$ cat src/rtl/sbus_pkg.sv
package sbus_pkg;

   typedef enum logic [1:0] {
      FN_ADD  = 2'b00,
      FN_NAND = 2'b01,
      FN_SUB  = 2'b10,
      FN_INC  = 2'b11
   } alu_fn_e;

   typedef enum logic [1:0] {
      SEL_X    = 2'b00,
      SEL_Y    = 2'b01,
      SEL_Z    = 2'b10,
      SEL_NONE = 2'b11
   } reg_sel_e;

   // bus source lanes
   localparam int SRC_RF  = 0;
   localparam int SRC_MEM = 1;
   localparam int SRC_ALU = 2;
   localparam int SRC_PC  = 3;
   localparam int SRC_IMM = 4;
   localparam int N_SRC   = 5;

endpackage

$ cat src/rtl/sbus_ldreg.sv
module sbus_ldreg #(
   parameter int W = 16
) (
   input  logic         clk,
   input  logic         rst,
   input  logic         ld,
   input  logic [W-1:0] d,
   output logic [W-1:0] q
);

   generate
      if (W < 1) begin : g_bad_w
         $error("sbus_ldreg: W must be positive");
      end
   endgenerate

   always_ff @(posedge clk) begin
      if (rst)     q <= '0;
      else if (ld) q <= d;
   end

   AST_HOLD_WITHOUT_LOAD: assert property (@(posedge clk) disable iff (rst)
      !ld |=> $stable(q)) else $error("register changed without load");

endmodule

$ cat src/rtl/sbus_alu.sv
module sbus_alu
   import sbus_pkg::*;
#(
   parameter int W = 16
) (
   input  logic [W-1:0] a,
   input  logic [W-1:0] b,
   input  logic [1:0]   fn,
   output logic [W-1:0] y,
   output logic         is_zero
);

   generate
      if (W < 2) begin : g_bad_w
         $error("sbus_alu: W must be at least 2");
      end
   endgenerate

   localparam logic [W-1:0] ONE = W'(1);

   always_comb begin
      unique case (alu_fn_e'(fn))
         FN_ADD:  y = a + b;
         FN_NAND: y = ~(a & b);
         FN_SUB:  y = a - b;
         FN_INC:  y = a + ONE;
         default: y = '0;
      endcase
   end

   assign is_zero = (y == '0);

   always_comb begin
      if (fn == 2'b01 && (a & b) == '0)
         AST_NAND_DISJOINT_ONES: assert (y == '1) else $error("nand of disjoint operands");
   end

endmodule

$ cat src/rtl/sbus_busmux.sv
module sbus_busmux #(
   parameter int W = 16,
   parameter int N = 5
) (
   input  logic [N-1:0] en,
   input  logic [W-1:0] src [N],
   output logic [W-1:0] bus
);

   generate
      if (N < 1) begin : g_bad_n
         $error("sbus_busmux: N must be positive");
      end
   endgenerate

   logic [W-1:0] gated [N];

   // AND-OR structure stands in for tri-state drivers
   genvar gi;
   generate
      for (gi = 0; gi < N; gi++) begin : g_lane
         assign gated[gi] = src[gi] & {W{en[gi]}};
      end
   endgenerate

   always_comb begin
      bus = '0;
      for (int i = 0; i < N; i++) bus = bus | gated[i];
   end

   always_comb begin
      if (en == '0)
         AST_IDLE_BUS_ZERO: assert (bus == '0) else $error("idle bus not zero");
   end

endmodule

$ cat src/rtl/sbus_datapath.sv
module sbus_datapath
   import sbus_pkg::*;
#(
   parameter int DATA_W = 16,
   parameter int ADDR_W = 16,
   parameter int OPC_W  = 3,
   parameter int RIDX_W = 4,
   parameter int IMM_W  = 5
) (
   input  logic              clk,
   input  logic              rst,
   input  logic              en_rf,
   input  logic              en_mem,
   input  logic              en_alu,
   input  logic              en_pc,
   input  logic              en_imm,
   input  logic              ld_pc,
   input  logic              ld_ir,
   input  logic              ld_mar,
   input  logic              ld_a,
   input  logic              ld_b,
   input  logic              ld_z,
   input  logic              wr_mem,
   input  logic              wr_rf,
   input  logic [1:0]        alu_fn,
   input  logic [1:0]        reg_sel,
   input  logic [DATA_W-1:0] mem_rdata,
   input  logic [DATA_W-1:0] rf_rdata,
   output logic [ADDR_W-1:0] mem_addr,
   output logic              mem_we,
   output logic [RIDX_W-1:0] rf_idx,
   output logic              rf_we,
   output logic [DATA_W-1:0] bus_o,
   output logic [OPC_W-1:0]  opcode,
   output logic              zflag
);

   // instruction field positions
   localparam int OPC_LO = DATA_W - OPC_W;
   localparam int RX_LO  = OPC_LO - RIDX_W;
   localparam int RY_LO  = RX_LO - RIDX_W;
   localparam int RZ_LO  = RY_LO - RIDX_W;

   generate
      if (RZ_LO < 0) begin : g_bad_fields
         $error("sbus_datapath: instruction fields exceed DATA_W");
      end
      if (ADDR_W > DATA_W) begin : g_bad_addr
         $error("sbus_datapath: ADDR_W exceeds DATA_W");
      end
      if (IMM_W > RY_LO || IMM_W < 1) begin : g_bad_imm
         $error("sbus_datapath: IMM_W overlaps register fields");
      end
   endgenerate

   logic [DATA_W-1:0] bus;
   logic [DATA_W-1:0] pc_q, ir_q, mar_q, a_q, b_q;
   logic [DATA_W-1:0] alu_y, imm_ext;
   logic              alu_zero;
   logic [0:0]        z_q;
   logic [DATA_W-1:0] srcs [N_SRC];
   logic [N_SRC-1:0]  src_en;

   sbus_ldreg #(.W(DATA_W)) u_pc  (.clk(clk), .rst(rst), .ld(ld_pc),  .d(bus), .q(pc_q));
   sbus_ldreg #(.W(DATA_W)) u_ir  (.clk(clk), .rst(rst), .ld(ld_ir),  .d(bus), .q(ir_q));
   sbus_ldreg #(.W(DATA_W)) u_mar (.clk(clk), .rst(rst), .ld(ld_mar), .d(bus), .q(mar_q));
   sbus_ldreg #(.W(DATA_W)) u_a   (.clk(clk), .rst(rst), .ld(ld_a),   .d(bus), .q(a_q));
   sbus_ldreg #(.W(DATA_W)) u_b   (.clk(clk), .rst(rst), .ld(ld_b),   .d(bus), .q(b_q));
   sbus_ldreg #(.W(1))      u_z   (.clk(clk), .rst(rst), .ld(ld_z),   .d(alu_zero), .q(z_q));

   sbus_alu #(.W(DATA_W)) u_alu (
      .a(a_q), .b(b_q), .fn(alu_fn), .y(alu_y), .is_zero(alu_zero)
   );

   assign imm_ext = {{(DATA_W-IMM_W){ir_q[IMM_W-1]}}, ir_q[IMM_W-1:0]};

   assign src_en[SRC_RF]  = en_rf;
   assign src_en[SRC_MEM] = en_mem;
   assign src_en[SRC_ALU] = en_alu;
   assign src_en[SRC_PC]  = en_pc;
   assign src_en[SRC_IMM] = en_imm;

   assign srcs[SRC_RF]  = rf_rdata;
   assign srcs[SRC_MEM] = mem_rdata;
   assign srcs[SRC_ALU] = alu_y;
   assign srcs[SRC_PC]  = pc_q;
   assign srcs[SRC_IMM] = imm_ext;

   sbus_busmux #(.W(DATA_W), .N(N_SRC)) u_bus (
      .en(src_en), .src(srcs), .bus(bus)
   );

   always_comb begin
      unique case (reg_sel_e'(reg_sel))
         SEL_X:   rf_idx = ir_q[RX_LO +: RIDX_W];
         SEL_Y:   rf_idx = ir_q[RY_LO +: RIDX_W];
         SEL_Z:   rf_idx = ir_q[RZ_LO +: RIDX_W];
         default: rf_idx = '0;
      endcase
   end

   assign mem_addr = mar_q[ADDR_W-1:0];
   assign mem_we   = wr_mem;
   assign rf_we    = wr_rf;
   assign bus_o    = bus;
   assign opcode   = ir_q[OPC_LO +: OPC_W];
   assign zflag    = z_q[0];

   AST_Z_TRACKS_ZERO_TEST: assert property (@(posedge clk) disable iff (rst)
      ld_z |=> zflag == ($past(alu_y) == '0)) else $error("zero flag capture");
   AST_MAR_DRIVES_ADDR: assert property (@(posedge clk) disable iff (rst)
      ld_mar |=> mem_addr == $past(bus[ADDR_W-1:0])) else $error("address capture");
   AST_OPCODE_FROM_IR: assert property (@(posedge clk) disable iff (rst)
      ld_ir |=> opcode == $past(bus[DATA_W-1 -: OPC_W])) else $error("opcode capture");
   AST_RESET_CLEARS: assert property (@(posedge clk)
      rst |=> (zflag == 1'b0 && mem_addr == '0 && opcode == '0)) else $error("reset state");

endmodule

$ cat config.mk
export PLATFORM = sky130hd
export DESIGN_NAME = sbus_datapath
export DESIGN_NICKNAME = d
export VERILOG_FILES = /design/src/rtl/sbus_pkg.sv /design/src/rtl/sbus_ldreg.sv /design/src/rtl/sbus_alu.sv /design/src/rtl/sbus_busmux.sv /design/src/rtl/sbus_datapath.sv
export SDC_FILE = /design/constraint.sdc
export NUM_CORES = 1
export LEC_CHECK = 0
export ABC_CLOCK_PERIOD_IN_PS = 7200
export BUFFER_PORTS_ARGS = -buffer_cell sky130_fd_sc_hd__buf_2
export CAP_MARGIN = 20
export CORE_AREA = 2 2 96 98
export DETAILED_ROUTE_END_ITERATION = 10
export DIE_AREA = 0 0 98 100
export HOLD_SLACK_MARGIN = 0.12
export PLACE_DENSITY_LB_ADDON = 0.15
export RECOVER_POWER = 100
export SLEW_MARGIN = 30
export SYNTH_ARGS = -nofsm -noshare
export SYNTH_HDL_FRONTEND = slang
export SYNTH_SLANG_ARGS = --single-unit
$ cat constraint.sdc
create_clock -name clk -period 7.2 [get_ports clk]
set_input_delay 1.44 -clock clk [delete_from_list [all_inputs] [get_ports clk]]
set_output_delay 1.44 -clock clk [all_outputs]
set_load 0.1 [all_outputs]
==> run metrics, run 1 <==
status finished, violations left; failing checks capacitance limit, slew limit; Worst R2R Start u_b.q[1]; Critical Path End Type output port; Clock transition at path regs approximately 0.090 ns; DR iter-0 viols roughly 270; P per Cell Area between 200 and 300 nW/um^2; ANT nets after route 0; sequential fraction of the synthesis area 33.74%; RSZ-0062 raised after global routing false; Remaining Overflow, GRT 0; Bufs on Longest Clock Path 2; post-layout min period 6.806 ns; setup TNS 0 ns; NumNets Final 756; Arr. time, crit path approximately 5.4 ns; ys flop type dfxtp_1; Die ar. between 9000 and 10,000 sq um; Max Cap Violations 1; starting density of the core a little over half; GR Util All Layers around 30%; final wirelength about 15,000 um; post-route DRC violation count 0; commonest non-fill, non-tap cell in the layout nor2_1; Die H ~100 um; post-DP HPWL 11,130 um; Max Slew Vio Count 1; Distinct cells, synth between 50 and 60; Hold WC Path Type reg -> reg; P&R area growth vs syn 12.44%; Pre-antenna DRT Iters 5; syn_area_per_cell slightly below 8 sq um; CTS tree yes; clk sinks 81; commonest non-fill, non-tap cells in the layout 92 x nor2_1, 84 x a211oi_1, 81 x dfxtp_1, 56 x nand2_1, 49 x buf_2; final hold violations 0; crit path kind reg -> out; R2R depth 20; FF-to-FF setup slack around 2 ns; antenna violations before repair 0; peak fanout along the critical path 7; number of global-route vias before repair around 4,500; layout cells sized above 1 between 10% and 20%; total chip power between 1 and 1.5 mW; Final GP Congestion ~0.9; CTS Buf Count 9; pin count of the biggest net entering global routing between 80 and 90; async set or reset register ratio after synthesis 0%; Min-Delay Path Depth 2; Syn Inst Count around 620; Core ar. around 8900 sq um; syn_nets 694; Top Ports 93; Root Buffer clkbuf_8; DR vias/cell just over 6; maximum vdd drop 0.1711 mV; leakage power 2.225 nW; CP required roughly 5.8 ns; CP Launch Type flop; Rows 35; final setup vio count 0; mapped cell area 4806 sq um; #FFs+latches synth around 80; Final Skew about 0.017 ns; Vias about 4,900; max frequency approximately 0.15 GHz; YS warnings 0; worst setup path endpoint bus_o[15]; Setup Buffers After CTS 0; # diodes 0; worst skew pair latency between 0.3 and 0.4 ns; Slew HR -0.1450%; dpl cells slightly below 800; H-tree levels 3; routed len/inst 18.73 um; fin cells between 800 and 900; Post-synth EDFFs 0; first-pass GRT wire length ~24,000 um; critical path launch point u_b.q[1]; Die Wd about 98 um; FF-to-FF End u_b.q[15]; fin crit share 94.52%; port buffer count between 80 and 90; worst slew pin tran ~1.5 ns
critical path, cell delays in order, from the launching register on:
cell and delay [ns]:
dfxtp_1 0.34, inv_1 0.11, ha_1 0.19, nor3b_2 0.25, nand2_1 0.12, or3_1 0.35
or3_1 0.35, or3_1 0.38, nor4_1 0.19, o21ai_0 0.10, o21ai_0 0.12, ha_1 0.32
and4_1 0.22, o211a_1 0.12, a22oi_2 0.30, a221oi_1 0.17, a211o_1 0.29, a2111o_1 0.47
a21oi_1 0.20, inv_1 0.05, clkbuf_2 0.37
layout make-up:
type	instances	area, sq um
Inverter	28	105.1
Fill cell	847	3486
Clock inverter	7	87.58
Timing Repair Buffer	97	439.2
Clock buffer	9	123.9
Tap cell	111	138.9
Sequential cell	81	1622
Multi-Input combinational cell	468	2888
where the power goes:
| group | switching (mW) | leakage (nW) | internal, mW | total, mW |
|---|---|---|---|---|
| logic | 0.408 | 1.45 | 0.133 | 0.542 |
| registers | 0.0408 | 0.676 | 0.491 | 0.532 |
| clock network | 0.187 | 0.0992 | 0.166 | 0.353 |
| total | 0.636 | 2.23 | 0.790 | 1.43 |
cells by family after synthesis:
kind of cell / Yosys count / synth area share (%)
flip-flops: 81 / 33.74
AO/OA/AOI/OAI: 215 / 31.16
AND/OR/NAND/NOR: 221 / 21.11
XOR/XNOR: 8 / 1.458
buffers and inverters: 74 / 6.326
multiplexers: 4 / 0.8331
adder cells (fa/ha/maj): 20 / 5.363
what timing repair did:
item	4_1_cts	5_1_grt
endpoints found under the hold margin	0	0
resized for setup	0	3
hold buffers	0	0
endpoints found under the setup margin	0	2
per-layer routing:
layer / up-vias / GRT usage (%) / part of all wire [%]
met5: - / 0 / 0
met4: 0 / 10.79 / 2.6
li1: 2416 / - / -
met2: 192 / 49.79 / 48
met3: 25 / 5.362 / 6.0
met1: 2282 / 40.48 / 44
state kept, by name, indices dropped and copies added (netlist names):
name / cells
u_a.q: 16
u_pc.q: 16
u_ir.q: 16
u_mar.q: 16
u_z.q: 1
u_b.q: 16
synth_stat cells (3+ instances only):
library cell / count / share of area [%]
nor2_1: 93 / 7.3
a211oi_1: 84 / 13
dfxtp_1: 81 / 34
nand2_1: 56 / 4.4
clkbuf_1: 39 / 3.0
o21ai_0: 30 / 3.1
a21oi_1: 29 / 3.0
inv_1: 28 / 2.2
nand3_1: 23 / 2.4
a22oi_1: 20 / 3.1
ha_1: 19 / 4.9
nor3_1: 11 / 1.1
a21o_1: 7 / 1.1
o31ai_1: 7 / 1.1
o21ai_1: 6 / 0.62
buf_4: 5 / 0.78
nor2b_1: 5 / 0.65
o2111a_1: 5 / 1.2
or3_1: 5 / 0.65
a31oi_1: 4 / 0.52
and3_1: 4 / 0.52
and4_1: 4 / 0.73
mux2i_1: 4 / 0.83
xnor2_1: 4 / 0.73
xor2_1: 4 / 0.73
nand2b_1: 3 / 0.39
o211ai_1: 3 / 0.47
or4_1: 3 / 0.47
metrics by stage:
stage / utilization, % / hold slack (ns) / setup WS [ns] / area [sq um]
finish: 60.79 / 0.4816 / 0.3944 / 5404
floorplan: - / 0.4625 / 1.090 / 4806
global route: 60.79 / 0.5126 / 0.06979 / 5404
detailed placement: 59.13 / 0.4625 / 0.3703 / 5256
global placement: 59.13 / 0.4539 / 0.3738 / 5256
CTS: 61.51 / 0.4754 / 0.3471 / 5468
worst min-delay path by stage:
stage	start	end	slack (ns)
floorplan	u_ir.q[10]	u_ir.q[10]	0.46
global placement	u_z.q	u_z.q	0.45
detailed placement	u_z.q	u_z.q	0.46
CTS	u_z.q	u_z.q	0.48
global route	u_z.q	u_z.q	0.51
finish	u_z.q	u_z.q	0.48
Power figures use the tool's default switching activity.
==> run 2: changes to the inputs <==
--- a/config.mk
+++ b/config.mk
@@ -8,12 +8,12 @@
 export ABC_CLOCK_PERIOD_IN_PS = 7200
 export BUFFER_PORTS_ARGS = -buffer_cell sky130_fd_sc_hd__buf_2
 export CAP_MARGIN = 20
-export CORE_AREA = 2 2 96 98
+export CORE_AREA = 2 2 95 97
+export CTS_BUF_LIST = sky130_fd_sc_hd__clkbuf_4
 export DETAILED_ROUTE_END_ITERATION = 10
-export DIE_AREA = 0 0 98 100
+export DIE_AREA = 0 0 97 99
 export HOLD_SLACK_MARGIN = 0.12
 export PLACE_DENSITY_LB_ADDON = 0.15
-export RECOVER_POWER = 100
 export SLEW_MARGIN = 30
 export SYNTH_ARGS = -nofsm -noshare
 export SYNTH_HDL_FRONTEND = slang
==> run 2 against run 1 <==
The flow now finishes without violations. Sequential cell count did not move. Register-to-register slack improved by 0.24 ns. Critical path depth unchanged. Clock skew rose by 0.00059 ns. First-iteration DRC count down 12%. Critical endpoint unchanged. Largest cell class unchanged. Largest power group unchanged.
==> run metrics, run 2 (same netlist as run 1, synthesis figures left out) <==
wl on met1 6579 um; Critical Path End Type output port; Switching Fraction between 40% and 50%; Critical Path Stages 20; Pint a little under 0.8 mW; WL met3 approximately 1000 um; post-route DRC violation count 0; crit-path max cell delay around 0.5 ns; post-layout util between 60% and 70%; DR vias/cell roughly 6; CTS tree yes; post-DP HPWL around 11,000 um; metal2 WL 6920 um; Vias just under 5,000; P per Cell Area 259.6 nW/um^2; fin crit share a little over nine tenths; status finished clean; Remaining Overflow, GRT 0; routed len/inst between 15 and 20 um; H-tree levels 3; Gate power share between 30% and 40%; CP required between 5 and 6 ns; number of global-route vias before repair between 4,000 and 5,000; Hold WC Path Type reg -> reg; Slew HR 42.50%; CP dominant cell by count or3_1; ANT nets after route 0; max frequency 0.1469 GHz; peak fanout along the critical path 7; NumNets Final around 760; final setup vio count 0; CP Launch Type flop; Die Wd just under 100 um; Die H just under 100 um; antenna violations before repair 0; CTS Buf Count 9; layout cells sized above 1 around 18%; Die ar. between 9000 and 10,000 sq um; final wirelength between 10,000 and 15,000 um; maximum vdd drop 0.2115 mV; commonest non-fill, non-tap cell in the layout nor2_1; # diodes 0; Psw 0.6278 mW; commonest non-fill, non-tap cells in the layout 93 x nor2_1, 88 x buf_2, 84 x a211oi_1, 81 x dfxtp_1, 56 x nand2_1; P&R area growth vs syn 13.25%; R2R depth 20; Buffers & Inverters on Critical Path 3; post-layout min period 6.808 ns; Slowest-stage cell, CP a2111o_1; starting density of the core between 50% and 60%; Max Slew Vio Count 0; leakage power approximately 2.4 nW; Final Skew around 0.018 ns; GR Util All Layers a little over 30%; clk sinks 81; # hold bufs at CTS 0; crit path kind reg -> out; Arr. time, crit path roughly 5.4 ns; Pre-antenna DRT Iters 6; Clock Power Share between 20% and 30%; Max Cap Violations 0; final hold violations 0; CP cell instances inv_1 > ha_1 > nor3b_2 > nand2_1 > or3_1 > or3_1 > or3_1 > nor4_1 > o21ai_0 > o21ai_0 > ha_1 > and4_1 > o211a_1 > a22oi_2 > a221oi_1 > a211o_1 > a2111o_1 > a21oi_2 > inv_1 > buf_2; cell family with most CP delay simple AND/OR/NAND/NOR gates; Min-Delay Path Depth 2; Final GP Congestion just over 0.9; DR iter-0 viols between 200 and 250; setup TNS 0 ns; worst skew pair latency about 0.44 ns; Highest Signal Layer met4; Root Buffer clkbuf_4; Core ar. ~8600 sq um; port buffer count 88; worst slew pin tran 0.8626 ns; RSZ-0062 raised after global routing false; Bufs on Longest Clock Path 2; first-pass GRT wire length 23,270 um; Seq pwr share between 30% and 40%; Rows 34; Top Ports between 90 and 100; Clock transition at path regs around 0.15 ns; pin count of the biggest net entering global routing 83
[run 2: worst reg2reg max path, stage by stage (launching register included)]
cell      delay, ns
dfxtp_1        0.39
inv_1          0.11
ha_1           0.19
nor3b_2        0.25
nand2_1        0.11
or3_1          0.34
or3_1          0.35
or3_1          0.37
nor4_1         0.16
o21ai_0        0.11
o21ai_0        0.11
ha_1           0.33
and4_1         0.24
o211a_1        0.12
a22oi_2        0.29
a221oi_1       0.15
a211o_1        0.29
a2111o_1       0.49
a21oi_2        0.18
buf_4          0.18
a211oi_1       0.08
[run 2: path summary, 6_finish.rpt]
path                 to       start  slack [ns]
max           bus_o[15]    u_b.q[0]        0.39
min          u_mar.q[1]  u_mar.q[1]        0.49
max reg2reg   u_b.q[15]    u_b.q[0]        2.23
min reg2reg  u_mar.q[1]  u_mar.q[1]        0.49
[run 2: final cells by class]
cell class | count | area (sq um)
fill | 778 | 3108
timing repair buffer | 98 | 515.5
inverter | 28 | 105.1
clock inverter | 7 | 108.9
clock buffer | 9 | 67.56
multi-input combinational | 468 | 2889
tap | 108 | 135.1
sequential | 81 | 1622
[run 2: power groups by stage]
stage / clock network, mW / registers, mW / logic [mW]
6_report: 0.326 / 0.531 / 0.556
5_1_grt: 0.347 / 0.537 / 0.592
4_1_cts: 0.330 / 0.530 / 0.550
3_5_place_dp: 0 / 0.540 / 0.549
3_3_place_gp: 0 / 0.539 / 0.543
2_1_floorplan: 0 / 0.587 / 0.373
[run 2: timing repair]
action / CTS / global route
endpoints found under the setup margin: 0 / 1
gates resized for setup: 0 / 2
setup buffers: 0 / 0
[run 2: metrics by stage]
stage	hold slack (ns)	setup slack, ns	instances	power [mW]	area [sq um]
after floorplan	0.4625	1.090	623	0.9602	4806
after global placement	0.4693	0.5462	783	1.082	5258
after detailed placement	0.4758	0.4479	783	1.089	5258
after CTS	0.4950	0.2446	799	1.411	5434
after global routing	0.5138	0.03220	799	1.475	5443
final	0.4913	0.3917	799	1.413	5443
[run 2: per-layer routing]
layer / vias up / GRT usage, %
li1: 2427 / -
met3: 26 / 4.965
met4: 0 / 10.83
met2: 194 / 50.37
met1: 2241 / 40.16
met5: - / 0
